### config.mk
export PLATFORM = sky130hd
export DESIGN_NAME = avg_nlm_modulator
export DESIGN_NICKNAME = d
export VERILOG_FILES = /design/src/rtl/amod_pkg.sv /design/src/rtl/amod_period_cnt.sv /design/src/rtl/amod_level_latch.sv /design/src/rtl/amod_slot_ring.sv /design/src/rtl/avg_nlm_modulator.sv
export SDC_FILE = /design/constraint.sdc
export NUM_CORES = 1
export LEC_CHECK = 0
export ABC_AREA = 1
export BUFFER_PORTS_ARGS = -buffer_cell sky130_fd_sc_hd__buf_4
export CORE_MARGIN = 2
export CORE_UTILIZATION = 45
export CTS_CLUSTER_SIZE = 16
export DETAILED_ROUTE_END_ITERATION = 6
export SLEW_MARGIN = 20
export SYNTH_ARGS = -nofsm -noshare
export SYNTH_HDL_FRONTEND = slang
export SYNTH_SLANG_ARGS = --single-unit
export TNS_END_PERCENT = 5
### constraint.sdc
create_clock -name clk -period 3.95 [get_ports clk]
set_clock_uncertainty 0.05 [all_clocks]
set_input_delay 0.79 -clock clk [delete_from_list [all_inputs] [get_ports clk]]
set_output_delay 0.79 -clock clk [all_outputs]
set_load 0.02 [all_outputs]
### src/rtl/amod_pkg.sv
package amod_pkg;

    // Variant picked at elaboration: averaging with one switched submodule,
    // or plain rounding to the nearest whole level.
    typedef enum logic {
        MOD_AVG   = 1'b0,
        MOD_ROUND = 1'b1
    } mod_mode_e;

    // Ring distance from pointer s to position j, counting the first
    // position after s as 0. The pointer itself lands at ring_len-1.
    function automatic int unsigned ring_dist(
        input int unsigned j,
        input int unsigned s,
        input int unsigned ring_len
    );
        return (j > s) ? (j - s - 1) : (j + ring_len - s - 1);
    endfunction

    // Saturating clamp of a whole-level count to the number of submodules.
    function automatic int unsigned clamp_count(
        input int unsigned cnt,
        input int unsigned limit
    );
        return (cnt >= limit) ? limit : cnt;
    endfunction

endpackage

### src/rtl/amod_period_cnt.sv
module amod_period_cnt #(
    parameter int CNT_W = 4
) (
    input  logic             clk,
    input  logic             rst,
    output logic [CNT_W-1:0] cnt_o,
    output logic             last_o
);
    logic [CNT_W-1:0] cnt_q;

    always_ff @(posedge clk) begin
        if (rst) cnt_q <= '0;
        else     cnt_q <= cnt_q + 1'b1;
    end

    assign cnt_o  = cnt_q;
    assign last_o = (cnt_q == {CNT_W{1'b1}});

    // the counter steps by one inside a period
    assert_cnt_step_R2: assert property (@(posedge clk) disable iff (rst)
        (cnt_q != '0) |-> (cnt_q == $past(cnt_q) + 1'b1));
endmodule

### src/rtl/amod_level_latch.sv
module amod_level_latch
    import amod_pkg::*;
#(
    parameter mod_mode_e MODE   = MOD_AVG,
    parameter int        N_SM   = 6,
    parameter int        FRAC_W = 3,
    parameter int        INT_W  = 3,
    localparam int       REF_W  = INT_W + FRAC_W
) (
    input  logic              clk,
    input  logic              rst,
    input  logic              load_i,
    input  logic [REF_W-1:0]  ref_i,
    output logic [INT_W-1:0]  full_o,
    output logic [FRAC_W-1:0] frac_o
);
    logic [INT_W-1:0]  int_part;
    logic [FRAC_W-1:0] frac_part;
    logic [INT_W-1:0]  full_d;
    logic [FRAC_W-1:0] frac_d;
    logic [INT_W-1:0]  full_q;
    logic [FRAC_W-1:0] frac_q;

    assign int_part  = ref_i[REF_W-1:FRAC_W];
    assign frac_part = ref_i[FRAC_W-1:0];

    generate
        if (MODE == MOD_AVG) begin : g_avg
            always_comb begin
                if (32'(int_part) >= N_SM) begin
                    full_d = INT_W'(N_SM);
                    frac_d = '0;
                end else begin
                    full_d = int_part;
                    frac_d = frac_part;
                end
            end
        end else begin : g_round
            logic [INT_W:0] sum;
            assign sum = {1'b0, int_part} + {{INT_W{1'b0}}, frac_part[FRAC_W-1]};
            always_comb begin
                full_d = INT_W'(clamp_count(32'(sum), N_SM));
                frac_d = '0;
            end
        end
    endgenerate

    always_ff @(posedge clk) begin
        if (rst) begin
            full_q <= '0;
            frac_q <= '0;
        end else if (load_i) begin
            full_q <= full_d;
            frac_q <= frac_d;
        end
    end

    assign full_o = full_q;
    assign frac_o = frac_q;

    // the captured level never changes inside a period
    assert_level_hold_R2: assert property (@(posedge clk) disable iff (rst)
        !load_i |=> ($stable(full_q) && $stable(frac_q)));
    // full scale never carries a fraction
    assert_full_nofrac_R7: assert property (@(posedge clk) disable iff (rst)
        (32'(full_q) == N_SM) |-> (frac_q == '0));
    // whole count never exceeds the submodule count
    assert_full_range_R3: assert property (@(posedge clk) disable iff (rst)
        32'(full_q) <= N_SM);
endmodule

### src/rtl/amod_slot_ring.sv
module amod_slot_ring
    import amod_pkg::*;
#(
    parameter int  N_SM   = 6,
    parameter int  INT_W  = 3,
    localparam int SLOT_W = (N_SM > 1) ? $clog2(N_SM) : 1
) (
    input  logic              clk,
    input  logic              rst,
    input  logic              load_i,
    input  logic [INT_W-1:0]  full_i,
    output logic [SLOT_W-1:0] slot_o,
    output logic [N_SM-1:0]   mask_o
);
    logic [SLOT_W-1:0] slot_q;

    always_ff @(posedge clk) begin
        if (rst)
            slot_q <= '0;
        else if (load_i)
            slot_q <= (32'(slot_q) == N_SM - 1) ? '0 : slot_q + 1'b1;
    end

    // Fully inserted submodules occupy the ring positions that follow the
    // pointer; the pointer position only fills when every submodule is on.
    generate
        for (genvar j = 0; j < N_SM; j++) begin : g_mask
            assign mask_o[j] = ring_dist(j, 32'(slot_q), N_SM) < 32'(full_i);
        end
    endgenerate

    assign slot_o = slot_q;

    // pointer stays inside the ring
    assert_slot_range_R5: assert property (@(posedge clk) disable iff (rst)
        32'(slot_q) < N_SM);
    // pointer moves at every boundary
    assert_slot_moves_R5: assert property (@(posedge clk) disable iff (rst)
        load_i |=> (slot_q != $past(slot_q)));
    // pointer holds inside a period
    assert_slot_hold_R5: assert property (@(posedge clk) disable iff (rst)
        !load_i |=> $stable(slot_q));
endmodule

### src/rtl/avg_nlm_modulator.sv
module avg_nlm_modulator
    import amod_pkg::*;
#(
    parameter mod_mode_e MODE   = MOD_AVG,
    parameter int        N_SM   = 6,
    parameter int        FRAC_W = 3,
    parameter int        CNT_W  = 4,
    localparam int       INT_W  = $clog2(N_SM + 1),
    localparam int       REF_W  = INT_W + FRAC_W,
    localparam int       SLOT_W = (N_SM > 1) ? $clog2(N_SM) : 1,
    localparam int       SHIFT  = CNT_W - FRAC_W
) (
    input  logic              clk,
    input  logic              rst,
    input  logic [REF_W-1:0]  ref_i,
    output logic [N_SM-1:0]   on_o,
    output logic [SLOT_W-1:0] slot_o
);
    logic [CNT_W-1:0]  cnt;
    logic              last;
    logic [INT_W-1:0]  full;
    logic [FRAC_W-1:0] frac;
    logic [N_SM-1:0]   mask;
    logic [SLOT_W-1:0] slot;
    logic [CNT_W-1:0]  thr;
    logic              pwm_on;
    logic [N_SM-1:0]   pwm_bit;

    amod_period_cnt #(.CNT_W(CNT_W)) u_cnt (
        .clk    (clk),
        .rst    (rst),
        .cnt_o  (cnt),
        .last_o (last)
    );

    amod_level_latch #(
        .MODE   (MODE),
        .N_SM   (N_SM),
        .FRAC_W (FRAC_W),
        .INT_W  (INT_W)
    ) u_lvl (
        .clk    (clk),
        .rst    (rst),
        .load_i (last),
        .ref_i  (ref_i),
        .full_o (full),
        .frac_o (frac)
    );

    amod_slot_ring #(
        .N_SM  (N_SM),
        .INT_W (INT_W)
    ) u_ring (
        .clk    (clk),
        .rst    (rst),
        .load_i (last),
        .full_i (full),
        .slot_o (slot),
        .mask_o (mask)
    );

    // Fraction scaled to the period length: on while the counter is below it.
    assign thr     = CNT_W'(frac) << SHIFT;
    assign pwm_on  = (cnt < thr);
    assign pwm_bit = pwm_on ? (N_SM'(1) << slot) : '0;
    assign on_o    = mask | pwm_bit;
    assign slot_o  = slot;

    // the switched submodule is never among the fully inserted ones
    assert_slot_not_full_R6: assert property (@(posedge clk) disable iff (rst)
        (32'(full) < N_SM) |-> !mask[slot]);
    // inserted count is the whole count or one more
    assert_count_R9: assert property (@(posedge clk) disable iff (rst)
        ($countones(on_o) == 32'(full)) || ($countones(on_o) == 32'(full) + 1));
    // past the duty window only the whole-level submodules are on
    assert_pwm_off_R4: assert property (@(posedge clk) disable iff (rst)
        (cnt >= thr) |-> (on_o == mask));
    // fully inserted count matches the captured whole count
    assert_mask_count_R3: assert property (@(posedge clk) disable iff (rst)
        $countones(mask) == 32'(full));
endmodule

==> impl_results.md <==
- Status: finished clean
- Busiest layer in global routing: met2
- CTS buffer count: 3
- DR iter-0 viols: 49
- Largest net degree at the start of global routing: 19
- Clk Latency, worst-skew pair: approximately 0.24 ns
- Initial core utilization: between 40% and 50%
- Count leader, synth: ha_1
- DRT Wirelength: approximately 5000 um
- Worst EP required: about 3.1 ns
- Sequential cell area fraction in the yosys report: between 10% and 20%
- Worst setup path class: register to primary output
- WHS: ~0.40 ns
- Post-layout min period: roughly 3.7 ns
- Slew HR: a little under two thirds
- Top Ports: 17
- Synth warn: 0
- Synth area leaders: ha_1, dfxtp_1, nand2_1
- Fin. max-slew vios: 0
- Seq cells post-synth: 13
- Clk slew on worst S/H paths: 0.05 ns
- Post-layout util: ~52%
- Post-route DRC: 0
- Post-Place Cell Area: 2750 um2
- Post-Syn Instances: 363
- CTS root buf: clkbuf_8
- Wire per inst: around 11 um
- Antenna diodes: 0
- Final setup vio count: 0
- CP Buf/Inv Count: 6
- Post-synth top area share: a little under two fifths
- Worst Setup Start Kind: register
- Num Clock Sinks: 13
- Post-synth EDFFs: 0
- Cell family with most CP delay: adder cells
- Grt ovf: 0
- Total GRT Usage: between 10% and 20%
- CTS tree: yes
- Fmax: about 270 MHz
- Die height: slightly below 80 um
- Top cells by count, synth: ha_1, nand2_1, inv_1
- Slew @ Worst Pin: roughly 0.54 ns
- H-tree level count: 1
- Fraction of registers with async set/reset: 0%
- Mapped Area: between 2000 and 3000 um2
- Final hold vios: 0
- Die area: 6240 um2
- DR vias: 2204
- Slowest CP cell: ha_2
- Arr. time, crit path: between 2 and 3 ns
- First-pass DRT Iterations: 4
- Synth cell types: 32
- Vias in the first global route: ~2100
- Final total power: around 0.28 mW
- # nets final: around 470
- GR met2 Demand/Resource: 29.1%
- Max clock buf depth: 2
- Critical-path cell list: buf_4 -> inv_8 -> ha_2 -> xor2_2 -> inv_1 -> nor2_4 -> nand2_2 -> inv_1 -> ha_1 -> inv_1 -> ha_1 -> nor2_1 -> nand2_1 -> nor2_1 -> nand3_1 -> nor2_1 -> nand2_1 -> nand2_1 -> buf_4
- Area grow syn2layout: 12.7%
- Dominant synthesized flop cell: dfxtp_1
- CP max FO: 14
- VDD IR max: between 0.15 and 0.2 mV
- Routed Antenna Nets: 0
- Placeable Area: 5470 um2
- Pwr dens: approximately 97 nW/um2
- Worst hold-check path type: register to register
- Design Area, Final: about 2900 um2
- TNS Setup: 0 ns
- Final worst-path cycle share: a little over 90%
- Lkg Pwr: about 1.5 nW
- Met3 usage: ~1.9%
- Leading area contributor after synthesis: ha_1
- Syn Area/Cell: roughly 7 um2
- Critical path endpoint category: primary output
- # hold bufs at CTS: 0
- GPL Wtd Cong: roughly 0.78
- Crit path largest cell delay: ~0.43 ns
- Vias/cell: about 4.8
- Site Rows: 27
- RSZ-0062 raised after global routing: false
- # port buffers: 16
- First-pass GRT wire length: around 9000 um
- DPL Wire Length: between 3000 and 4000 um
- Proportion of layout cells with a drive suffix above 1: between 10 and 15%
- GR Layer Usage met1: a little under a quarter
- Max-cap violations: 0
- Die Wd: 79.0 um
- Initial antenna violation count: 0
==> cell families (layout without fill, tap and decap cells) <==
group | Yosys count | count (layout) | synth area share, %
flops | 13 | 13 | 10.3
xor+xnor | 12 | 12 | 4.15
other cells | 1 | 7 | 0.148
fa+ha+maj | 76 | 76 | 37.5
simple gates | 159 | 159 | 28.2
buf+inv | 65 | 82 | 10.6
compound gates | 37 | 37 | 9.04
==> area by class of cell <==
type,count,area [um2]
clock buffers,4,45.0
fillers,593,2620
inverters,56,220
multi-input cells,291,2070
flip-flops and latches,13,268
well taps,72,90.1
repair buffers,22,165
==> timing repair <==
action,CTS,global route
setup buffers,0,1
resized for setup,0,17
endpoints found under the setup margin,0,4
==> state kept, by name, summed over array words and instances (netlist names) <==
name,flops
u_ring.slot_o,3
u_cnt.cnt_o,4
u_lvl.full_o,3
u_lvl.frac_o,3
==> per-layer routing <==
metal,up-vias,share of wire (%)
met2,20,45
li1,1224,-
met3,7,2.0
met1,953,51
met4,0,1.5
met5,-,0
==> placed cells by master (no fill, tap or decap), types with 2 or more instances in the layout <==
master / instances
ha_1: 73
ha_4: 2
dfxtp_4: 2
o21ai_1: 3
nor3b_1: 2
xor2_1: 9
nand4_1: 7
nor2_1: 37
nor2_4: 2
o21bai_1: 2
nand3b_1: 3
nand2_2: 6
nand2_1: 65
xnor2_1: 2
dfxtp_1: 11
o21ai_0: 6
o21ai_2: 3
buf_4: 22
a211oi_1: 8
or2_2: 2
nand3_1: 27
or2_1: 2
inv_1: 53
a21oi_2: 2
a21oi_1: 13
conb_1: 7
nor3_1: 5
clkbuf_8: 3
==> through the flow <==
stage                     setup slack, ns  instances
after global routing               0.0134        458
after global placement              0.351        453
after floorplan                     0.100        369
after CTS                          0.0738        457
after detailed placement            0.338        453
final                               0.273        458
==> final timing paths <==
path	start	end	slack [ns]	cells after the start
worst max-delay path	u_ring.slot_o[0]	on_o[2]	0.27	19
worst min-delay path	u_cnt.cnt_o[0]	u_cnt.cnt_o[0]	0.40	1
worst max register to register	u_cnt.cnt_o[0]	u_ring.slot_o[0]	2.48	6
worst min register to register	u_cnt.cnt_o[0]	u_cnt.cnt_o[0]	0.40	1
==> power breakdown <==
group          switching [mW]  total, mW  leakage (nW)  internal (mW)
clock network          0.0459      0.117        0.0228         0.0712
registers             0.00207      0.135         0.107          0.132
logic                  0.0132     0.0250          1.38         0.0118
total                  0.0612      0.277          1.51          0.215
No activity file was read; power rests on OpenSTA's default activity.
